[config.mk]
export PLATFORM = sky130hd
export DESIGN_NAME = fpuOpHistory
export DESIGN_NICKNAME = d
export VERILOG_FILES = /design/src/rtl/fpuOpPkg.sv /design/src/rtl/fpuOpCtrl.sv /design/src/rtl/fpuOpData.sv /design/src/rtl/fpuOpHistory.sv
export SDC_FILE = /design/constraint.sdc
export NUM_CORES = 1
export LEC_CHECK = 0
export CAP_MARGIN = 30
export CORE_ASPECT_RATIO = 1.1
export CORE_MARGIN = 4
export CORE_UTILIZATION = 39
export CTS_CLUSTER_DIAMETER = 200
export DETAILED_ROUTE_END_ITERATION = 8
export HOLD_SLACK_MARGIN = 0.02
export PLACE_DENSITY = 0.95
export SYNTH_ARGS = -nofsm -noshare
export SYNTH_HDL_FRONTEND = slang
export SYNTH_SLANG_ARGS = --single-unit
export TNS_END_PERCENT = 10
[constraint.sdc]
create_clock -name clk -period 2.4 [get_ports clk]
set_input_delay 0.36 -clock clk [delete_from_list [all_inputs] [get_ports clk]]
set_output_delay 0.36 -clock clk [all_outputs]
set_load 0.005 [all_outputs]
[src/rtl/fpuOpPkg.sv]
package fpuOpPkg;
  localparam int KEEP_W = 3;
  localparam int BYTE_W = 8;
  localparam int OP_W   = KEEP_W + BYTE_W;
  localparam int SLOTS  = 3;

  typedef logic [OP_W-1:0]   opcode_t;
  typedef logic [BYTE_W-1:0] opByte_t;

  typedef enum logic [1:0] {
    SLOT_PF    = 2'd0,
    SLOT_EX    = 2'd1,
    SLOT_FAULT = 2'd2
  } slot_e;

  typedef struct packed {
    logic ldPf;
    logic pfWait;
    logic ldEx;
    logic ldFault;
    logic ldWrite;
  } strobes_t;

  function automatic opcode_t packOp(input opByte_t first, input opByte_t second);
    return {first[KEEP_W-1:0], second};
  endfunction
endpackage

[src/rtl/fpuOpCtrl.sv]
module fpuOpCtrl
  import fpuOpPkg::*;
(
  input  logic     clk,
  input  logic     rstN,
  input  logic     pfValid,
  input  logic     pfIsWait,
  input  logic     exValid,
  input  logic     exIsControl,
  input  logic     exFault,
  input  logic     wrEn,
  output strobes_t ctl
);
  logic exRetire;

  always_comb begin
    exRetire    = exValid && !exIsControl;
    ctl.ldPf    = pfValid;
    ctl.pfWait  = pfValid && pfIsWait;
    ctl.ldEx    = exRetire;
    ctl.ldFault = exRetire && exFault;
    ctl.ldWrite = wrEn && !(exRetire && exFault);
  end


  ctlNoCtrlExec_chk: assert property (@(posedge clk) disable iff (!rstN)
    (exValid && exIsControl) |-> !ctl.ldEx && !ctl.ldFault);


  ctlOneFaultSrc_chk: assert property (@(posedge clk) disable iff (!rstN)
    !(ctl.ldFault && ctl.ldWrite));
endmodule

[src/rtl/fpuOpData.sv]
module fpuOpData
  import fpuOpPkg::*;
#(
  parameter opByte_t WAIT_BYTE = 8'h9B
) (
  input  logic     clk,
  input  logic     rstN,
  input  strobes_t ctl,
  input  opByte_t  pfByte0,
  input  opByte_t  pfByte1,
  input  opByte_t  exByte0,
  input  opByte_t  exByte1,
  input  opcode_t  wrData,
  output opcode_t  pfOpcode,
  output opcode_t  exOpcode,
  output opcode_t  faultOpcode
);
  localparam opcode_t WAIT_CODE = opcode_t'(WAIT_BYTE);

  opcode_t slotNext [SLOTS];
  logic    slotLoad [SLOTS];
  opcode_t slotReg  [SLOTS];
  opcode_t exPacked;

  always_comb begin
    exPacked                  = packOp(exByte0, exByte1);
    slotNext[int'(SLOT_PF)]   = ctl.pfWait ? WAIT_CODE : packOp(pfByte0, pfByte1);
    slotLoad[int'(SLOT_PF)]   = ctl.ldPf;
    slotNext[int'(SLOT_EX)]   = exPacked;
    slotLoad[int'(SLOT_EX)]   = ctl.ldEx;
    slotNext[int'(SLOT_FAULT)] = ctl.ldFault ? exPacked : wrData;
    slotLoad[int'(SLOT_FAULT)] = ctl.ldFault || ctl.ldWrite;
  end

  for (genvar g = 0; g < SLOTS; g++) begin : gSlot
    always_ff @(posedge clk) begin
      if (!rstN)            slotReg[g] <= '0;
      else if (slotLoad[g]) slotReg[g] <= slotNext[g];
    end
  end

  assign pfOpcode    = slotReg[int'(SLOT_PF)];
  assign exOpcode    = slotReg[int'(SLOT_EX)];
  assign faultOpcode = slotReg[int'(SLOT_FAULT)];


  pfLoad_chk: assert property (@(posedge clk) disable iff (!rstN)
    (ctl.ldPf && !ctl.pfWait) |=> pfOpcode == {$past(pfByte0[KEEP_W-1:0]), $past(pfByte1)});


  pfWaitCode_chk: assert property (@(posedge clk) disable iff (!rstN)
    ctl.pfWait |=> pfOpcode == WAIT_CODE);


  exHold_chk: assert property (@(posedge clk) disable iff (!rstN)
    !ctl.ldEx |=> $stable(exOpcode));


  pfHold_chk: assert property (@(posedge clk) disable iff (!rstN)
    !ctl.ldPf |=> $stable(pfOpcode));
endmodule

[src/rtl/fpuOpHistory.sv]
module fpuOpHistory
  import fpuOpPkg::*;
#(
  parameter logic [7:0] WAIT_BYTE = 8'h9B
) (
  input  logic        clk,
  input  logic        rstN,
  input  logic        pfValid,
  input  logic        pfIsWait,
  input  logic [7:0]  pfByte0,
  input  logic [7:0]  pfByte1,
  input  logic        exValid,
  input  logic        exIsControl,
  input  logic        exFault,
  input  logic [7:0]  exByte0,
  input  logic [7:0]  exByte1,
  input  logic        wrEn,
  input  logic [10:0] wrData,
  output logic [10:0] pfOpcode,
  output logic [10:0] exOpcode,
  output logic [10:0] faultOpcode,
  output logic [10:0] envOpcode
);
  strobes_t ctl;

  fpuOpCtrl i_ctrl (
    .clk        (clk),
    .rstN       (rstN),
    .pfValid    (pfValid),
    .pfIsWait   (pfIsWait),
    .exValid    (exValid),
    .exIsControl(exIsControl),
    .exFault    (exFault),
    .wrEn       (wrEn),
    .ctl        (ctl)
  );

  fpuOpData #(.WAIT_BYTE(WAIT_BYTE)) i_data (
    .clk        (clk),
    .rstN       (rstN),
    .ctl        (ctl),
    .pfByte0    (pfByte0),
    .pfByte1    (pfByte1),
    .exByte0    (exByte0),
    .exByte1    (exByte1),
    .wrData     (wrData),
    .pfOpcode   (pfOpcode),
    .exOpcode   (exOpcode),
    .faultOpcode(faultOpcode)
  );

  assign envOpcode = faultOpcode;


  captureBeatsWrite_chk: assert property (@(posedge clk) disable iff (!rstN)
    (wrEn && exValid && exFault && !exIsControl)
      |=> faultOpcode == {$past(exByte0[2:0]), $past(exByte1)});


  ctrlFaultIgnored_chk: assert property (@(posedge clk) disable iff (!rstN)
    (!wrEn && !(exValid && !exIsControl)) |=> $stable(faultOpcode));


  writeLands_chk: assert property (@(posedge clk) disable iff (!rstN)
    (wrEn && !(exValid && exFault && !exIsControl)) |=> envOpcode == $past(wrData));
endmodule

== Yosys cells after proc, flatten, opt, wreduce, memory -nomap -nowiden ==
Memory sizes are Yosys's and may differ from the RTL's.
Index checks and enable logic that the tools add are counted.
Word-level totals
  bits in registers: 0
  bits in latches: 0
  memory bits (writable): 33
  ROM bits: 0
  input bits: 51
  output and inout bits: 44
  word-level logic and storage cells: 26
  memories kept: 1
Memory list
  i_data.slotReg: words 3, bits a word 11, read ports 3, clocked after memory_dff 0, write ports 3, line fpuOpData.sv:22  | opcode_t slotReg [SLOTS];
Cells by class
  add/sub/neg operators: 0
  multiply operators: 0
  divide/modulo/power cells: 0
  order comparisons: 0
  eq/ne operators: 0
  shift-type cells: 0
  multiplexer cells: 15
  bitwise gates (word level): 3
  reductions and logical operators: 7
Operators by type and width (number)
  $mux W11: 5
  $mux W1: 10
  $logic_and A1 B1 Y1: 4
  $or A1 B1 Y1: 3
  $logic_not A1 Y1: 2
  $logic_or A1 B1 Y1: 1

== Longest topological paths before layout ==
  depth in word-level cells: 10
  gate-level depth with buffers: 4
  gate-level depth less buffers: 2

== By module ==
A second synthesis with hierarchy kept.
Unflattened totals
  cells, all modules: 114
  area, all modules: 1496.4 um^2
By module, submodules not included
  fpuOpData: times used 1, cells an instance 97, area each 1366.3 um^2, sequential area each 991.0 um^2
  fpuOpHistory: times used 1, cells an instance 11, area each 82.6 um^2, sequential area each 0.0 um^2
  fpuOpCtrl: times used 1, cells an instance 6, area each 47.5 um^2, sequential area each 0.0 um^2

== Least setup slack after synthesis ==
No wires, ideal clock.
  kind: in2reg
  start point: input port exValid
  end point: memory i_data.slotReg[1][0] in the netlist's numbering, enable pin
  library setup time: 0.394 ns
  data arrival time: 1.211 ns
  required time: 2.006 ns
  path slack: 0.795 ns
  cell stages on the path: 2
  path buffers: 0
  cells stage by stage: inv_1 > o21ai_0
RTL lines
  from (decl): line fpuOpHistory.sv:12  | input logic exValid,
  to (decl): line fpuOpData.sv:22

==> impl_results.md <==
- Sequential Power Share: 51.7%
- Worst path cell trace: clkdlybuf4s50_1 > and3b_1 > or3b_1
- Antenna Nets Post-Route: 0
- Unique masters post-synth: 16
- Die W: 67.5 um
- Worst rel slew slack: 63.5%
- Net Switching: 293 uW
- Worst Max-Slew Pin Slew: 547 ps
- Top post-synthesis cells by count: edfxtp_1 (33), and2_1 (17), nand2_1 (12)
- Setup TNS: 0 ps
- Register area share after synthesis: 65.3%
- Routed WL: between 3000 and 4000 um
- Post-synth EDFFs: 33
- CTS H-tree depth: 2
- CTS tree: yes
- Yosys reg bits: 33
- Final setup viols: 0
- Drt wl/cell: about 15 um
- Clock group share of total power: 28.3%
- Final hold viol count: 0
- Top cell type by total area after synthesis: edfxtp_1
- RSZ-0062 raised after global routing: false
- Initial Util: 40.9%
- Overall global routing resource usage: 15.9%
- CTS Buf Count: 5
- # DRC: 0
- Clk sink count: 33
- Worst-path fanout max: 11
- Resized Gates After CTS: 0
- Design area: 2420 um^2
- Critical path's slowest cell: or3b_1
- LEAKAGE: around 0.91 nW
- Top Registers: i_data.slotReg: 33 flops
- Cell-internal power: approximately 1.1 mW
- DR pass1 iterations: 4
- Worst min path class: in2reg
- Most numerous cell in the Yosys netlist: edfxtp_1
- YS warnings: 0
- Yosys top cell area share: 65.3%
- Avg Cell Area, Syn: approximately 13 um^2
- Final hold slack: 741 ps
- Largest net degree at the start of global routing: 15
- Placed cell areas: 2340 um^2
- Setup Buffers After CTS: 0
- DR iter-0 viols: 45
- Critical path data required time: 2340 ps
- Boundary Pins: 95
- Antenna diodes: 0
- Startpoint Class: input pin
- Root Driver: clkbuf_8
- Initial antenna violation count: 0
- Pwr/cell area: 566 nW/um^2
- Comb pwr share: 20.1%
- Layout net count: 248
- Peak Freq: between 0.5 and 0.6 GHz
- Synth async-reset ratio: 0%
- Syn nets: 170
- CP Launch Point: exIsControl
- Gate Count Post-Synth: 119
- Mapped Area: between 1500 and 2000 um^2
- Post-synth top flop: edfxtp_1
- Row Count: 23
- Slowest stage delay, CP: 610 ps
- Minimum clock period: 1710 ps
- Status: finished clean
- IO buf count: 84
- Area contributors post-synth: edfxtp_1 (65%), mux2i_1 (7.3%), and2_1 (7.0%)
- CTS clk-pin slew, worst paths: 60 ps
- Crit path DAT: 1650 ps
- Worst IR Drop VDD: around 0.39 mV
- Min-delay src: pfByte1[6]
- Die Y: approximately 73 um
- Crit. End Element: flop
- Pins over their slew limit: 0
- First-pass GRT wire length: 5640 um
- Fin crit share: 71.4%
- Clock buffer depth: 2
- Net Sw Frac: between 20% and 30%
- Vias in the first global route: approximately 1200
- Kind of critical path: in2reg
- Layout Utilization: between 60% and 70%
- Gr ovfl total: 0
- Largest Register: i_data.slotReg
- Core area: around 3700 um^2
- DIE AREA: 4950 um^2
- Number of flip-flops under the largest register name: 33
- Vias/cell: ~4.6
- CTS Hold Bufs: 0
- Layout cells sized above 1: between 6 and 7%
- Vias post-DR: 1139
- Syn-to-layout area delta: 59.4%
- Final GP Congestion: about 0.72
- Max cap viols: 0
- HPWL Detailed: 3020 um
## area by class of cell
class	count	area, um^2
clock inverter	2	10.0
inverter	1	3.75
tap	50	62.6
fill	283	1290
multi-input combinational	67	400
clock buffer	6	72.6
timing repair buffer	89	878
sequential	33	991
## logic make-up after synthesis
family	share of synthesized area [%]
buf+inv	8.33
simple gates	18.8
compound gates	0.329
flops	65.3
mux	7.26
## power groups by stage
stage | logic (mW) | registers (mW) | clock network (mW)
after floorplan | 0.0776 | 0.724 | 0
after global placement | 0.271 | 0.716 | 0
after detailed placement | 0.278 | 0.720 | 0
after CTS | 0.279 | 0.708 | 0.395
after global routing | 0.295 | 0.711 | 0.425
final | 0.275 | 0.707 | 0.387
## path summary, 6_finish.rpt
path                    to  cells after the start
min   i_data.slotReg[0][6]                      2
max   i_data.slotReg[2][2]                      3
## metal layers
layer	track usage (%)	part of all wire [%]
met5	0	0
met4	8.33	2.3
met3	1.83	5.3
met2	29.6	59
met1	17.1	33
## placed cells by master (no fill, tap or decap)
cell / count
nand3_1: 11
and2_1: 17
nand2_1: 12
mux2i_1: 11
o21ai_1: 1
nor2_1: 10
clkbuf_1: 1
inv_1: 1
clkinv_2: 2
and3b_1: 3
edfxtp_1: 33
buf_4: 5
or3b_1: 1
nand2b_1: 1
clkbuf_8: 5
clkdlybuf4s50_1: 84
## critical path, delay by kind of cell
family / cells / cell delay (ps)
buffers and inverters: 1 / 490
AND/OR/NAND/NOR: 2 / 800
## through the flow
stage / power, mW / cells / setup slack (ps)
after detailed placement: 0.998 / 240 / 390
after floorplan: 0.801 / 119 / 795
after CTS: 1.38 / 248 / 689
after global routing: 1.43 / 248 / 642
after global placement: 0.987 / 240 / 455
final: 1.37 / 248 / 687
Power figures use the tool's default switching activity.
